$ cat src/rtl/uart_flag_pkg.sv
package uart_flag_pkg;
  localparam int STAT_W = 8;
  localparam int CTRL_W = 2;
  localparam int IRQ_W  = 5;
  localparam int ADDR_W = 2;

  // bit positions inside the status byte (software decodes these)
  localparam int B_RXC  = 7;
  localparam int B_TXC  = 6;
  localparam int B_DRE  = 5;
  localparam int B_RXS  = 4;
  localparam int B_ISF  = 3;
  localparam int B_RSV  = 2;

  typedef enum logic [ADDR_W-1:0] {
    REG_STATUS = 2'd0,
    REG_RXDATA = 2'd1,
    REG_TXLO   = 2'd2,
    REG_SPARE  = 2'd3
  } reg_sel_e;

  typedef struct packed {
    logic wr_status;
    logic wr_txlo;
    logic rd_rxdata;
  } bus_evt_t;
endpackage

$ cat src/rtl/uart_flag_rst_sync.sv
module uart_flag_rst_sync #(
  parameter int STAGES = 2
) (
  input  logic clk,
  input  logic rst_n_i,
  output logic rst_n_o
);
  logic [STAGES-1:0] chain_q;

  always_ff @(posedge clk or negedge rst_n_i) begin
    if (!rst_n_i) chain_q <= '0;
    else          chain_q <= {chain_q[STAGES-2:0], 1'b1};
  end

  assign rst_n_o = chain_q[STAGES-1];
endmodule

$ cat src/rtl/uart_flag_bus_dec.sv
module uart_flag_bus_dec
  import uart_flag_pkg::*;
(
  input  logic              bus_rd,
  input  logic              bus_wr,
  input  logic [ADDR_W-1:0] bus_addr,
  output bus_evt_t          evt
);
  always_comb begin
    evt           = '0;
    evt.wr_status = bus_wr && (bus_addr == REG_STATUS);
    evt.wr_txlo   = bus_wr && (bus_addr == REG_TXLO);
    evt.rd_rxdata = bus_rd && (bus_addr == REG_RXDATA);
  end
endmodule

$ cat src/rtl/uart_flag_cell.sv
module uart_flag_cell #(
  parameter bit RST_VAL  = 1'b0,
  parameter bit SET_WINS = 1'b1
) (
  input  logic clk,
  input  logic rst_n,
  input  logic set_i,
  input  logic clr_i,
  output logic q_o
);
  logic q_d;
  logic upd;

  assign upd = set_i | clr_i;

  generate
    if (SET_WINS) begin : g_set_prio
      always_comb begin
        if (set_i)      q_d = 1'b1;
        else if (clr_i) q_d = 1'b0;
        else            q_d = q_o;
      end

      set_wins_chk: assert property (@(posedge clk) disable iff (!rst_n)
        set_i |=> q_o);
    end else begin : g_clr_prio
      always_comb begin
        if (clr_i)      q_d = 1'b0;
        else if (set_i) q_d = 1'b1;
        else            q_d = q_o;
      end

      clr_wins_chk: assert property (@(posedge clk) disable iff (!rst_n)
        clr_i |=> !q_o);
    end
  endgenerate

  always_ff @(posedge clk or negedge rst_n) begin
    if (!rst_n)   q_o <= RST_VAL;
    else if (upd) q_o <= q_d;
  end


  idle_hold_chk: assert property (@(posedge clk) disable iff (!rst_n)
    (!set_i && !clr_i) |=> $stable(q_o));
endmodule

$ cat src/rtl/uart_flag_sync_chk.sv
module uart_flag_sync_chk #(
  parameter int          CHAR_W    = 8,
  parameter [CHAR_W-1:0] SYNC_CHAR = 8'h55
) (
  input  logic              abaud_en,
  input  logic              sync_time_bad,
  input  logic              lin_auto,
  input  logic              sync_char_valid,
  input  logic [CHAR_W-1:0] sync_char,
  output logic              fault_o
);
  logic time_fault;
  logic char_fault;

  always_comb begin
    time_fault = abaud_en && sync_time_bad;
    char_fault = lin_auto && sync_char_valid && (sync_char != SYNC_CHAR);
    fault_o    = time_fault || char_fault;
  end
endmodule

$ cat src/rtl/uart_flag_ctrl.sv
module uart_flag_ctrl
  import uart_flag_pkg::*;
#(
  parameter int          SYNC_W    = 8,
  parameter [SYNC_W-1:0] SYNC_CHAR = 8'h55
) (
  input  logic              clk,
  input  logic              rst_n,
  input  logic              bus_rd,
  input  logic              bus_wr,
  input  logic [ADDR_W-1:0] bus_addr,
  input  logic [STAT_W-1:0] bus_wdata,
  output logic [STAT_W-1:0] bus_rdata,
  input  logic              rx_enable,
  input  logic              rx_frame_done,
  input  logic              tx_buf_load,
  input  logic              tx_shift_done,
  input  logic              txc_ack,
  input  logic              standby,
  input  logic              start_det_en,
  input  logic              start_edge,
  input  logic              abaud_en,
  input  logic              sync_time_bad,
  input  logic              lin_auto,
  input  logic              sync_char_valid,
  input  logic [SYNC_W-1:0] sync_char,
  input  logic [IRQ_W-1:0]  int_en,
  output logic [IRQ_W-1:0]  irq,
  output logic [CTRL_W-1:0] ctrl_bits,
  output logic              rx_idle_req
);
  logic     rst_sn;
  bus_evt_t evt;

  logic rxc_q, txc_q, dre_q, rxs_q, isf_q;
  logic rxc_set, rxc_clr, txc_set, txc_clr, dre_set, dre_clr;
  logic rxs_set, rxs_clr, isf_set, isf_clr;
  logic rxs_vis;

  logic [CTRL_W-1:0] ctrl_q, ctrl_d;
  logic              idle_q, idle_d;
  logic [STAT_W-1:0] status_rd;
  logic              unused_wdata;

  uart_flag_rst_sync #(.STAGES(2)) u_rst (
    .clk     (clk),
    .rst_n_i (rst_n),
    .rst_n_o (rst_sn)
  );

  uart_flag_bus_dec u_dec (
    .bus_rd   (bus_rd),
    .bus_wr   (bus_wr),
    .bus_addr (bus_addr),
    .evt      (evt)
  );

  uart_flag_sync_chk #(.CHAR_W(SYNC_W), .SYNC_CHAR(SYNC_CHAR)) u_sync (
    .abaud_en        (abaud_en),
    .sync_time_bad   (sync_time_bad),
    .lin_auto        (lin_auto),
    .sync_char_valid (sync_char_valid),
    .sync_char       (sync_char),
    .fault_o         (isf_set)
  );

  // set/clear terms for each flag
  always_comb begin
    rxc_set = rx_frame_done && rx_enable;
    rxc_clr = evt.rd_rxdata || !rx_enable;
    dre_set = tx_buf_load;
    dre_clr = evt.wr_txlo;
    txc_set = tx_shift_done && dre_q && !evt.wr_txlo;
    txc_clr = txc_ack || (evt.wr_status && bus_wdata[B_TXC]);
    rxs_set = start_edge && standby && start_det_en;
    rxs_clr = evt.wr_status && bus_wdata[B_RXS];
    isf_clr = evt.wr_status && bus_wdata[B_ISF];
  end

  uart_flag_cell #(.RST_VAL(1'b0), .SET_WINS(1'b1)) u_rxc (
    .clk (clk), .rst_n (rst_sn), .set_i (rxc_set), .clr_i (rxc_clr), .q_o (rxc_q));
  uart_flag_cell #(.RST_VAL(1'b0), .SET_WINS(1'b1)) u_txc (
    .clk (clk), .rst_n (rst_sn), .set_i (txc_set), .clr_i (txc_clr), .q_o (txc_q));
  uart_flag_cell #(.RST_VAL(1'b1), .SET_WINS(1'b0)) u_dre (
    .clk (clk), .rst_n (rst_sn), .set_i (dre_set), .clr_i (dre_clr), .q_o (dre_q));
  uart_flag_cell #(.RST_VAL(1'b0), .SET_WINS(1'b1)) u_rxs (
    .clk (clk), .rst_n (rst_sn), .set_i (rxs_set), .clr_i (rxs_clr), .q_o (rxs_q));
  uart_flag_cell #(.RST_VAL(1'b0), .SET_WINS(1'b1)) u_isf (
    .clk (clk), .rst_n (rst_sn), .set_i (isf_set), .clr_i (isf_clr), .q_o (isf_q));

  // control bits and idle request: next state
  always_comb begin
    ctrl_d = ctrl_q;
    if (evt.wr_status) ctrl_d = bus_wdata[CTRL_W-1:0];
    idle_d = isf_clr;
  end

  always_ff @(posedge clk or negedge rst_sn) begin
    if (!rst_sn) begin
      ctrl_q <= '0;
      idle_q <= 1'b0;
    end else begin
      if (evt.wr_status) ctrl_q <= ctrl_d;
      idle_q <= idle_d;
    end
  end

  // read path and requests
  always_comb begin
    rxs_vis          = rxs_q && start_det_en;
    status_rd        = '0;
    status_rd[B_RXC] = rxc_q;
    status_rd[B_TXC] = txc_q;
    status_rd[B_DRE] = dre_q;
    status_rd[B_RXS] = rxs_vis;
    status_rd[B_ISF] = isf_q;
    status_rd[B_RSV] = 1'b0;
    status_rd[CTRL_W-1:0] = ctrl_q;
    bus_rdata = (bus_addr == REG_STATUS) ? status_rd : '0;
  end

  assign irq          = {rxc_q, txc_q, dre_q, rxs_vis, isf_q} & int_en;
  assign ctrl_bits    = ctrl_q;
  assign rx_idle_req  = idle_q;
  assign unused_wdata = ^{bus_wdata[B_RXC], bus_wdata[B_DRE], bus_wdata[B_RSV]};


  rx_off_chk: assert property (@(posedge clk) disable iff (!rst_sn)
    !rx_enable |=> !rxc_q);


  txc_gate_chk: assert property (@(posedge clk) disable iff (!rst_sn)
    $rose(txc_q) |-> $past(tx_shift_done && dre_q));


  dre_status_chk: assert property (@(posedge clk) disable iff (!rst_sn)
    (evt.wr_status && !tx_buf_load) |=> $stable(dre_q));


  rxs_mask_chk: assert property (@(posedge clk) disable iff (!rst_sn)
    !start_det_en |-> !bus_rdata[B_RXS] && !irq[1]);


  idle_pulse_chk: assert property (@(posedge clk) disable iff (!rst_sn)
    rx_idle_req |-> $past(evt.wr_status && bus_wdata[B_ISF]));


  isf_clear_chk: assert property (@(posedge clk) disable iff (!rst_sn)
    (isf_clr && !isf_set) |=> !isf_q);


  rxc_irq_hold_chk: assert property (@(posedge clk) disable iff (!rst_sn)
    (irq[4] && rx_enable && !evt.rd_rxdata) |=> (irq[4] || !int_en[4]));
endmodule

$ cat config.mk
export PLATFORM = sky130hd
export DESIGN_NAME = uart_flag_ctrl
export DESIGN_NICKNAME = d
export VERILOG_FILES = /design/src/rtl/uart_flag_pkg.sv /design/src/rtl/uart_flag_rst_sync.sv /design/src/rtl/uart_flag_bus_dec.sv /design/src/rtl/uart_flag_cell.sv /design/src/rtl/uart_flag_sync_chk.sv /design/src/rtl/uart_flag_ctrl.sv
export SDC_FILE = /design/constraint.sdc
export NUM_CORES = 1
export LEC_CHECK = 0
export BUFFER_PORTS_ARGS = -buffer_cell sky130_fd_sc_hd__buf_4
export CAP_MARGIN = 20
export CELL_PAD_IN_SITES_DETAIL_PLACEMENT = 0
export CELL_PAD_IN_SITES_GLOBAL_PLACEMENT = 2
export CORE_AREA = 5 5 72 54
export CTS_CLUSTER_SIZE = 25
export DETAILED_ROUTE_END_ITERATION = 7
export DIE_AREA = 0 0 77 59
export HOLD_SLACK_MARGIN = 0.06
export PLACE_DENSITY = 0.77
export SYNTH_ARGS = -nofsm -noshare
export SYNTH_HDL_FRONTEND = slang
export SYNTH_SLANG_ARGS = --single-unit
export TNS_END_PERCENT = 20
$ cat constraint.sdc
create_clock -name clk -period 1.3 [get_ports clk]
set_input_delay 0.195 -clock clk [delete_from_list [all_inputs] [get_ports clk]]
set_output_delay 0.195 -clock clk [all_outputs]
set_load 0.02 [all_outputs]
==> out/metrics.cfg, run 1 <==
[pwr]
ir_drop_mv = 0.315
power_switching_mw = 0.240
p_sw_share_pct = 23.8
leakagePower_nw = 0.503
intPower_mw = 0.766
power_frac_seq_pct = 36.6
powerDensity_nw_per_um2 = 1020
power_frac_clock_pct = 37.4
power_frac_comb_pct = 26.0

[floorplan]
core_area_sq_um = 3080
die_area_sq_um = 4540
start_util_pct = 16.3
die-height_um = 59
die_w_um = 77
pin_count = 55
num_rows = 17

[clock_tree]
clock_latency_ns = 0.23
cts_setup_buffers = 0
clk_pin_slew_ns = 0.05
cts_num_sinks = 10
holdBufCountCts = 1
cts_tree = built
cts_repair_resize_count = 0
root_buffer = clkbuf_8
clockBufferDepth = 2
cts_buffers = 3
htreeDepth = 1

[finish]
multiInputGateArea_sq_um = 240
drive_gt1_share_pct = 60.4
instances_no_fill = 139
num-nets-final = 141
fill_cells = 317
areaGrowthSynthToFinish_pct = 97.0
ff_latch_area_sq_um = 251
finish.utilization_pct = 32.1
diodes = 0

[grt]
gr-total-overflow = 0
grt_pass1_vias = 574
grt_pass1_wl_um = 2700
gr-usage-all-layers_pct = 7.61
grt_start_max_net_pins = 9
antenna_found_initial = 0

[synth]
synthesis.area_sq_um = 503
ys_types = 21
synth_async_sr_flop_share_pct = 100
synth_edf_count = 0
syn_area_per_cell_sq_um = 10.9
synth-main-ff-cell = dfrtp_1
syn_nets = 85
synth_seq_cells = 10
synthCells = 46
yosysSeqAreaShare_pct = 50.0
yosys_warnings = 0

[setup_path]
startpoint_type = flop
cp_max_fo = 4
rr_startpoint = u_txc.q_o$_DFFE_PN0P_
cp-end-kind = output pin
arrival_ns = 1.02
cp-startpoint = u_dre.q_o$_DFFE_PN1P_
worstSetupPathType = flop to output pin
required_ns = 1.11

[status]
status = finished clean

[placement]
gp_congestion = 0.689
placedCellCount = 134
port_buffers = 50

[drt]
routed_wl_um = 1660
antenna_left = 0
drc = 0
wl_per_cell_um = 11.9
route.vias.total = 524
drtPass1Iterations = 2
drtIter0Drc = 15
via_per_inst = 3.77

[sta]
timing.hold.ws_ns = 0.144
setup_tns_ns = 0
finalHoldViolCount = 0
finalSetupViolCount = 0
fmax_ghz = 0.823
final.min_clock_period_ns = 1.22
slew_viol_final = 0
rsz0062_at_grt = no
fin_skew_ns = 0.000291
period_share_pct = 93.5

[worst_hold_path]
min_path_type = flop to asynchronous set/reset pin

[flow_run]
maxCapViolCount = 0

[through the flow]
step,total power [mW],setup WS [ns],area (sq um)
final,1.01,0.0844,991
after global routing,1.08,0.0404,991
after CTS,1.03,0.0743,991
after detailed placement,0.638,0.0843,926
after global placement,0.633,0.0927,926
after floorplan,0.479,0.339,503
[power groups by stage]
stage               Clock [mW]  Sequential [mW]  Combinational, mW
floorplan                    0            0.383             0.0954
global placement             0            0.373              0.260
detailed placement           0            0.374              0.264
CTS                      0.395            0.369              0.266
global route             0.416            0.375              0.286
finish                   0.376            0.368              0.262
[worst max-delay path, cell delays in order (launching register included)]
cell     delay (ns)
dfstp_2        0.54
and2_1         0.12
buf_4          0.13
[kinds of logic (layout without fill, tap and decap cells)]
logic type	count (synthesis)	count (layout)	share of synthesized area, %
AOI/OAI and AO/OA	7	7	10.2
buffers and inverters	2	57	2.24
DFF	10	10	50.0
muxes	2	2	4.48
other	2	2	1.49
and+or+nand+nor	23	23	31.6
[path summary, 6_finish.rpt]
kind,slack [ns],depth (start not counted),to
max,0.08,2,bus_rdata[5]
min,0.14,0,u_rxc.q_o$_DFFE_PN0P_
max reg2reg,0.48,3,u_txc.q_o$_DFFE_PN0P_
min reg2reg,0.14,0,u_rxc.q_o$_DFFE_PN0P_
max in group asynchronous,0.85,0,u_dre.q_o$_DFFE_PN1P_
min in group clk,0.16,3,rx_idle_req$_DFF_PN0_
[final cells by class]
cell class              count  share of cell area, %
inverters                   1                  0.379
multi-input cells          34                   24.2
well taps                  38                   4.80
clock buffers               4                   5.56
repair buffers             52                   39.6
flip-flops and latches     10                   25.4
[cells in the final DEF, fill, tap and decap left out]
cell type and count:
buf_4 51, and2_1 10, dfrtp_1 9, clkbuf_8 4
a21oi_1 3, mux2_2 2, nand3b_1 2, nor4bb_1 2
nand2_1 2, and3_1 2, conb_1 2, nor2_1 1
nor3b_4 1, nand2_2 1, inv_1 1, nor2b_1 1
nand2b_1 1, a31o_2 1, o21a_1 1, a221o_1 1
a32o_1 1, dlygate4sd3_1 1, dfstp_2 1
[layer usage]
layer,share of wire [%],vias to the layer above,track usage [%]
li1,-,266,-
met1,38,236,7.42
met2,53,20,13.9
met3,7.9,2,3.50
met4,1.5,0,3.68
met5,0,-,0
[state kept, by name, indices dropped and copies added, names as in the netlist]
signal / flops
u_dre.q_o: 1
ctrl_bits: 2
u_rst.chain_q: 2
rx_idle_req: 1
u_txc.q_o: 1
u_isf.q_o: 1
u_rxc.q_o: 1
u_rxs.q_o: 1
[cell usage after synthesis (2+ instances only)]
cell type	count	share of area [%]
mux2_2	2	4.5
and2_1	10	12
conb_1	2	1.5
nand3b_1	2	3.0
nand2_1	2	1.5
nor4bb_1	2	4.0
dfrtp_1	9	45
and3_1	2	2.5
a21oi_1	3	3.0
No activity file was read; power rests on OpenSTA's default activity.
==> run 2: changes to the inputs <==
- CELL_PAD_IN_SITES_DETAIL_PLACEMENT: 0 -> 2
==> run 2 against run 1 <==
Net effect: sequential power is essentially flat; via count grew 4.0%; flip-flop and latch count is the same; routed wire length grew 14%; worst hold slack lost 0.013 ns; cell area is the same; sequential share of layout area is the same; non-clock buffer count is the same; critical path type unchanged.
==> out/metrics.cfg, run 2 (same netlist as run 1, synthesis figures left out) <==
[status]
status = finished clean

[floorplan]
num_rows = 17
start_util_pct = 16.3
die-height_um = 59
die_area_sq_um = 4540
die_w_um = 77
core_area_sq_um = 3080
pin_count = 55

[sta]
rsz0062_at_grt = no
setup_tns_ns = 0
fmax_ghz = 0.823
period_share_pct = 93.5
fin_skew_ns = 0.00287
finalSetupViolCount = 0
slew_viol_final = 0
final.min_clock_period_ns = 1.22
finalHoldViolCount = 0

[grt]
gr-total-overflow = 0
grt_pass1_vias = 626
gr-usage-all-layers_pct = 8.66
grt_start_max_net_pins = 9
antenna_found_initial = 0
grt_pass1_wl_um = 3010

[placement]
place_area_sq_um = 926
port_buffers = 50
gp_congestion = 0.689

[clock_tree]
cts_setup_buffers = 0
cts_repair_resize_count = 0
clk_pin_slew_ns = 0.05
cts_tree = built
clock_latency_ns = 0.23
holdBufCountCts = 1
cts_buffers = 3
clockBufferDepth = 2
cts_num_sinks = 10
root_buffer = clkbuf_8
htreeDepth = 1

[finish]
finish.utilization_pct = 32.1
areaGrowthSynthToFinish_pct = 97.0
num-nets-final = 141
final_area_sq_um = 991
drive_gt1_share_pct = 60.4
final_common_cell = buf_4
diodes = 0
most-common-layout-cells = buf_4 (51), and2_1 (10), dfrtp_1 (9)

[setup_path]
cp-end-kind = output pin
worstSetupPathType = flop to output pin
path_cells = and2_1 > buf_4
required_ns = 1.11
cp_max_fo = 4
startpoint_type = flop
slowest_stage = dfstp_2
arrival_ns = 1.02
cpPeakStageDelay_ns = 0.54
crit_family = flip-flops
cp.buffers_inverters = 1

[pwr]
leakagePower_nw = 0.503
power.total_mw = 1.01
powerDensity_nw_per_um2 = 1020
ir_drop_mv = 0.424

[drt]
wl_per_cell_um = 13.7
routed_wl_um = 1900
drtPass1Iterations = 2
drtIter0Drc = 7
route.vias.total = 545
drc = 0
via_per_inst = 3.92
antenna_left = 0

[flow_run]
maxCapViolCount = 0

[worst_hold_path]
min_path_type = flop to asynchronous set/reset pin

## run 2: report_power, final
group          internal (mW)  total, mW  switching (mW)
registers              0.345      0.369          0.0237
clock network          0.265      0.375           0.110
logic                  0.156      0.266           0.110
total                  0.766       1.01           0.244
## run 2: stage by stage
| stage | setup WS [ns] | hold slack (ns) | cells |
|---|---|---|---|
| after floorplan | 0.339 | -0.101 | 46 |
| after global placement | 0.0927 | -0.0221 | 134 |
| after detailed placement | 0.0634 | -0.0195 | 134 |
| after CTS | 0.0737 | 0.149 | 139 |
| after global routing | 0.0446 | 0.175 | 139 |
| final | 0.0847 | 0.131 | 139 |
## run 2: layout make-up
type / instances / area, sq um
Timing Repair Buffer: 52 / 393
Multi-Input combinational cell: 34 / 240
Tap cell: 38 / 47.5
Inverter: 1 / 3.75
Clock buffer: 4 / 55.1
Sequential cell: 10 / 251
Fill cell: 344 / 2090
## run 2: worst paths after layout
path | depth (start not counted) | startpoint | endpoint | slack (ns)
max in group asynchronous | 0 | u_rst.chain_q[1]$_DFF_PN0_ | u_dre.q_o$_DFFE_PN1P_ | 0.88
min | 0 | u_rst.chain_q[1]$_DFF_PN0_ | rx_idle_req$_DFF_PN0_ | 0.13
max | 2 | u_dre.q_o$_DFFE_PN1P_ | irq[2] | 0.08
min in group clk | 3 | bus_wdata[3] | rx_idle_req$_DFF_PN0_ | 0.17
max reg2reg | 3 | u_txc.q_o$_DFFE_PN0P_ | u_txc.q_o$_DFFE_PN0P_ | 0.47
min reg2reg | 0 | u_rst.chain_q[1]$_DFF_PN0_ | rx_idle_req$_DFF_PN0_ | 0.13
## run 2: metal layers
metal,vias up,share of wire (%),GRT usage [%]
met5,-,0,0
met4,0,1.3,3.68
met3,2,6.7,3.34
met2,20,56,16.7
met1,258,35,8.35
li1,265,-,-
